## src/rtl/pad_ctl_pkg.sv

```systemverilog
`timescale 1ns/1ps
package pad_ctl_pkg;

  localparam logic [2:0] MODE_RUN   = 3'd0;
  localparam logic [2:0] MODE_SLEEP = 3'd1;

  // {gate, internal} codes; 2'b01 is illegal
  typedef enum logic [1:0] {
    GATE_CUT     = 2'b00,
    GATE_BLOCKED = 2'b10,
    GATE_OPEN    = 2'b11
  } gate_state_e;

  typedef struct packed {
    logic in_reset;
    logic run;
    logic sleep;
    logic stdby;
    logic hiz;
  } pad_policy_t;

  function automatic logic f_live_out(input logic per_en, input logic per_val,
                                      input logic port_val);
    return per_en ? per_val : port_val;
  endfunction

  function automatic logic f_live_oe(input logic per_en, input logic dir_out);
    return per_en | dir_out;
  endfunction

  function automatic logic f_gate_bit(input gate_state_e g);
    return g[1];
  endfunction

  function automatic logic f_int_bit(input gate_state_e g);
    return g[0];
  endfunction

endpackage

```

## src/rtl/pad_mode_decode.sv

```systemverilog
`timescale 1ns/1ps
module pad_mode_decode
  import pad_ctl_pkg::*;
(
  input  logic        rst,
  input  logic [2:0]  mode,
  input  logic        pin_hiz_sel,
  output pad_policy_t policy,
  output logic        capture_en,
  output logic        stdby_cls
);

  logic is_run;
  logic is_sleep;

  always_comb begin
    is_run    = (mode == MODE_RUN);
    is_sleep  = (mode == MODE_SLEEP);
    stdby_cls = !is_run && !is_sleep;
  end

  always_comb begin
    policy.in_reset = rst;
    policy.run      = is_run && !rst;
    policy.sleep    = is_sleep && !rst;
    policy.stdby    = stdby_cls && !rst;
    policy.hiz      = pin_hiz_sel;
    capture_en      = is_run && !rst;
  end

endmodule

```

## src/rtl/pad_hold_bank.sv

```systemverilog
`timescale 1ns/1ps
module pad_hold_bank #(
  parameter int W = 8
) (
  input  logic         clk,
  input  logic         rst,
  input  logic         capture_en,
  input  logic [W-1:0] live_out,
  input  logic [W-1:0] live_oe,
  input  logic [W-1:0] live_per,
  output logic [W-1:0] held_out,
  output logic [W-1:0] held_oe,
  output logic [W-1:0] held_per
);

  always_ff @(posedge clk) begin
    if (rst) begin
      held_out <= '0;
      held_oe  <= '0;
      held_per <= '0;
    end else if (capture_en) begin
      held_out <= live_out;
      held_oe  <= live_oe;
      held_per <= live_per;
    end
  end

endmodule

```

## src/rtl/pad_lane.sv

```systemverilog
`timescale 1ns/1ps
module pad_lane
  import pad_ctl_pkg::*;
#(
  parameter bit IRQ_CAP  = 1'b0,
  parameter bit PULL_CAP = 1'b0
) (
  input  pad_policy_t policy,
  input  logic        live_out,
  input  logic        live_oe,
  input  logic        per_val,
  input  logic        held_out,
  input  logic        held_oe,
  input  logic        held_per,
  input  logic        irq_keep,
  input  logic        pull_req,
  output logic        pad_out,
  output logic        pad_oe,
  output logic        pad_gate_en,
  output logic        pad_in_en,
  output logic        pad_pull_en
);

  logic        drive_val;
  gate_state_e gate_st;
  logic        keep_listening;

  assign keep_listening = IRQ_CAP && irq_keep;

  always_comb begin
    drive_val = 1'b0;
    pad_oe    = 1'b0;
    gate_st   = GATE_BLOCKED;
    if (policy.in_reset) begin
      drive_val = 1'b0;
      pad_oe    = 1'b0;
      gate_st   = GATE_BLOCKED;
    end else if (policy.run) begin
      drive_val = live_out;
      pad_oe    = live_oe;
      gate_st   = GATE_OPEN;
    end else if (policy.sleep) begin
      drive_val = held_per ? per_val : held_out;
      pad_oe    = held_oe;
      gate_st   = GATE_OPEN;
    end else begin
      drive_val = held_out;
      pad_oe    = policy.hiz ? 1'b0 : held_oe;
      gate_st   = keep_listening ? GATE_OPEN : GATE_CUT;
    end
  end

  assign pad_out     = drive_val & pad_oe;
  assign pad_gate_en = f_gate_bit(gate_st);
  assign pad_in_en   = f_int_bit(gate_st);
  assign pad_pull_en = PULL_CAP && pull_req && policy.run && !policy.in_reset;

endmodule

```

## src/rtl/pad_standby_ctrl.sv

```systemverilog
`timescale 1ns/1ps
module pad_standby_ctrl
  import pad_ctl_pkg::*;
#(
  parameter int                  NUM_PADS  = 8,
  parameter logic [NUM_PADS-1:0] IRQ_PADS  = 8'h12,
  parameter logic [NUM_PADS-1:0] PULL_PADS = 8'h0F
) (
  input  logic                clk,
  input  logic                rst,
  input  logic [2:0]          mode,
  input  logic                pin_hiz_sel,
  input  logic [NUM_PADS-1:0] irq_sel,
  input  logic [NUM_PADS-1:0] per_out_en,
  input  logic [NUM_PADS-1:0] per_out,
  input  logic [NUM_PADS-1:0] port_out,
  input  logic [NUM_PADS-1:0] port_dir,
  input  logic [NUM_PADS-1:0] pull_req,
  output logic [NUM_PADS-1:0] pad_out,
  output logic [NUM_PADS-1:0] pad_oe,
  output logic [NUM_PADS-1:0] pad_gate_en,
  output logic [NUM_PADS-1:0] pad_in_en,
  output logic [NUM_PADS-1:0] pad_pull_en
);

  pad_policy_t         policy;
  logic                capture_en;
  logic                stdby_cls;
  logic [NUM_PADS-1:0] live_out;
  logic [NUM_PADS-1:0] live_oe;
  logic [NUM_PADS-1:0] held_out;
  logic [NUM_PADS-1:0] held_oe;
  logic [NUM_PADS-1:0] held_per;

  pad_mode_decode u_decode (
    .rst         (rst),
    .mode        (mode),
    .pin_hiz_sel (pin_hiz_sel),
    .policy      (policy),
    .capture_en  (capture_en),
    .stdby_cls   (stdby_cls)
  );

  for (genvar i = 0; i < NUM_PADS; i++) begin : g_live
    assign live_out[i] = f_live_out(per_out_en[i], per_out[i], port_out[i]);
    assign live_oe[i]  = f_live_oe(per_out_en[i], port_dir[i]);
  end

  pad_hold_bank #(.W(NUM_PADS)) u_hold (
    .clk        (clk),
    .rst        (rst),
    .capture_en (capture_en),
    .live_out   (live_out),
    .live_oe    (live_oe),
    .live_per   (per_out_en),
    .held_out   (held_out),
    .held_oe    (held_oe),
    .held_per   (held_per)
  );

  for (genvar i = 0; i < NUM_PADS; i++) begin : g_lane
    pad_lane #(
      .IRQ_CAP  (IRQ_PADS[i]),
      .PULL_CAP (PULL_PADS[i])
    ) u_lane (
      .policy      (policy),
      .live_out    (live_out[i]),
      .live_oe     (live_oe[i]),
      .per_val     (per_out[i]),
      .held_out    (held_out[i]),
      .held_oe     (held_oe[i]),
      .held_per    (held_per[i]),
      .irq_keep    (irq_sel[i]),
      .pull_req    (pull_req[i]),
      .pad_out     (pad_out[i]),
      .pad_oe      (pad_oe[i]),
      .pad_gate_en (pad_gate_en[i]),
      .pad_in_en   (pad_in_en[i]),
      .pad_pull_en (pad_pull_en[i])
    );
  end

endmodule

```

## config.mk

```make
export PLATFORM = sky130hd
export DESIGN_NAME = pad_standby_ctrl
export DESIGN_NICKNAME = d
export VERILOG_FILES = /design/src/rtl/pad_ctl_pkg.sv /design/src/rtl/pad_mode_decode.sv /design/src/rtl/pad_hold_bank.sv /design/src/rtl/pad_lane.sv /design/src/rtl/pad_standby_ctrl.sv
export SDC_FILE = /design/constraint.sdc
export NUM_CORES = 1
export LEC_CHECK = 0
export BUFFER_PORTS_ARGS = -buffer_cell sky130_fd_sc_hd__buf_2
export CORE_UTILIZATION = 30
export DETAILED_ROUTE_END_ITERATION = 7
export PLACE_DENSITY = 0.7
export SLEW_MARGIN = 20
export SYNTH_ARGS = -nofsm -noshare
export SYNTH_HDL_FRONTEND = slang
export SYNTH_SLANG_ARGS = --single-unit
```

## constraint.sdc

```tcl
create_clock -name clk -period 2.85 [get_ports clk]
set_input_delay 0.57 -clock clk [delete_from_list [all_inputs] [get_ports clk]]
set_output_delay 0.57 -clock clk [all_outputs]
set_load 0.01 [all_outputs]
```

==> flow_summary.toml <==
[global_routing]
grt_start_max_net_pins = 16
grt_overflow = 0
grt_pass1_wl_mm = 6.810
grt_pass1_vias = 1509
grt_usage = 0.1423
antenna_found_initial = 0

[clock_network]
insertion_delay_ns = 0.25
clk_pin_slew_ns = 0.07
post_cts_buffers = 0
htreeDepth = 1
clock_path_buffers = 2
cts_buffers = 3
hold_buffers = 0
cts_tree = "built"
cts-root-buf = "clkbuf_8"
clock_sinks = 24
ctsResizeCount = 0

[critical_path]
ff2ff_path_depth = 2
cp_data_required_time_ns = 2.28
cp_max_fo = 13
reg2reg_to = "u_hold.held_out[7]"
r2r_start = "u_hold.held_out[7]"
crit_type = "in -> out"
path_common_cell = "buf_2"
rrSetupSlack_ns = 2.19
path_cells = "buf_2, nor4_4, buf_4, o21ai_0, a2111oi_1, buf_2"
cp.arrival_ns = 2.09
worstSetupStartpointType = "input port"
slowest_delay_ns = 0.44
crit_path_top_delay_cell = "a2111oi_1"
end_kind = "output port"

[power_and_ir_drop]
p_int_w = 0.0005022
p_sw_frac = 0.2628
power_frac_seq = 0.513
p_per_area_nw_per_um2 = 340.9
totalPowerFinal_w = 0.0006812
leakage_nw = 0.8975
clkPwrFrac = 0.277
p_switching_w = 0.0001790
peakVddDrop_v = 0.0001316
p_comb_frac = 0.210

[placement]
routabilityCongestion = 0.7173
port_buffers = 79
dp.final_hpwl_mm = 3.321
place_inst = 338
pre_cts_ws_ns = 0.1647

[worst_hold_path]
holdPathEnd = "u_hold.held_oe[6]"
holdPathStages = 2
holdCritStartpoint = "u_hold.held_oe[6]"
hp-class = "reg -> reg"

[sta]
fin_crit_ns = 2.659
min_period_over_period = 0.9329
hold_violations = 0
fmax_mhz = 376.1
clock_skew_ns = 0
setup_violations = 0
maxSlewViolCount = 0
tns_ns = 0
rsz0062_at_grt = "no"
final.setup.worst_slack_ns = 0.1914

[logic_synthesis]
netlist_instances = 221
ys_top_cells_by_area = "dfxtp_1, buf_4, a21oi_1"
avgSynthCellArea_sq_um = 7.694
synth.cell_area_sq_um = 1700
synth_edf_count = 0
synth_top_cell_by_area = "dfxtp_1"
async_reset_ff_frac = 0
yosys_warnings = 0
synth-main-ff-cell = "dfxtp_1"
yosysUniqueCellTypes = 28
yosysSeqAreaShare = 0.2826
yosysTopAreaCellShare = 0.2826
ys_ff_latch = 24

[layout]
fin_util = 0.3651
drive_above_1_share = 0.3903
antenna_cells = 0
final_cells = 341
synthToLayoutAreaGrowth_pct = 17.51
num-nets-final = 325

[route]
drc = 0
detail-route-antenna-nets = 0
wl_met3_um = 230
top_layer = "met4"
dr_wl_met2_mm = 2.042
wl_mm = 4.235
drt-pass1-iter-count = 6
drtIter0Drc = 71
wl_per_cell_um = 12.42
via_per_inst = 4.836
wl_met1_mm = 1.941
via_count = 1649

[run]
cap_violations = 0

[floorplan]
io_pins = 94
start_util = 0.3107
core_sq_um = 5473
die-area_sq_um = 5973
die_w_um = 77.29
die_y_um = 77.29
row_count = 27

[run_status]
status = "completed"
layout by cell type (no fill, tap or decap), types with 2 or more instances in the layout:
cell / Yosys / final
conb_1: 1 / 4
or3_1: 2 / 2
dfxtp_1: 24 / 24
a211oi_1: 5 / 5
nor3b_1: 8 / 8
nand2b_1: 8 / 8
buf_2: 4 / 79
clkbuf_8: 0 / 3
nand2_1: 32 / 32
a211oi_2: 3 / 3
a21oi_1: 24 / 24
buf_4: 40 / 15
o211ai_1: 8 / 8
nor2b_1: 8 / 8
nor2_1: 8 / 8
o21ai_0: 17 / 17
a2111oi_1: 8 / 7
and2_1: 4 / 4
a21o_1: 2 / 2
cell usage after synthesis, types with 3 or more instances:
cell type	count
a2111oi_1	8
a211oi_1	5
a211oi_2	3
a21oi_1	24
and2_1	4
buf_2	4
buf_4	40
clkbuf_1	6
dfxtp_1	24
nand2_1	32
nand2b_1	8
nor2_1	8
nor2b_1	8
nor3b_1	8
o211ai_1	8
o21ai_0	17
kinds of logic after synthesis:
| kind of cell | count (synthesis) | share of synthesized area |
|---|---|---|
| flip-flops | 24 | 0.2826 |
| AND/OR/NAND/NOR | 75 | 0.2406 |
| AO/OA/AOI/OAI | 68 | 0.2620 |
| buffers and inverters | 53 | 0.2127 |
| other | 1 | 0.002205 |
flip-flops by register name, indices dropped and copies added (netlist names):
register	count
u_hold.held_oe	8
u_hold.held_out	8
u_hold.held_per	8
final cells by class:
cell class / instances / area (sq um)
clock buffer: 3 / 41.29
fill: 616 / 3475
inverter: 1 / 3.754
multi-input combinational: 147 / 874.6
sequential: 24 / 480.5
tap: 72 / 90.09
timing repair buffer: 94 / 508.0
per-layer routing:
metal / global-route usage / up-vias
met2: 0.2398 / 52
met3: 0.02500 / 2
met1: 0.1863 / 768
met5: 0 / -
li1: - / 827
met4: 0.03396 / 0
critical path: cells and delay by family:
family,cells,cell delay (ns)
AND/OR/NAND/NOR,1,0.30
AO/OA/AOI/OAI,2,0.62
buffers and inverters,3,0.59
stage by stage:
stage          instance area [sq um]  hold WS [ns]
6_report                        1998        0.4558
5_1_grt                         1998        0.4804
4_1_cts                         1993        0.4580
3_5_place_dp                    1952        0.4466
3_3_place_gp                    1952        0.4408
2_1_floorplan                   1712        0.4366
power groups by stage:
stage / Combinational, W / Clock (W) / Sequential [W]
floorplan: 0.0000947 / 0 / 0.000356
global placement: 0.000142 / 0 / 0.000357
detailed placement: 0.000144 / 0 / 0.000357
CTS: 0.000145 / 0.000198 / 0.000349
global route: 0.000159 / 0.000211 / 0.000350
finish: 0.000143 / 0.000189 / 0.000349
worst max-delay path by stage:
stage            endpoint  startpoint
2_1_floorplan  pad_out[0]     mode[0]
3_3_place_gp   pad_out[0]         rst
3_5_place_dp   pad_out[1]         rst
4_1_cts        pad_out[1]         rst
5_1_grt        pad_out[5]         rst
6_report       pad_out[3]         rst
No activity file was read; power rests on OpenSTA's default activity.
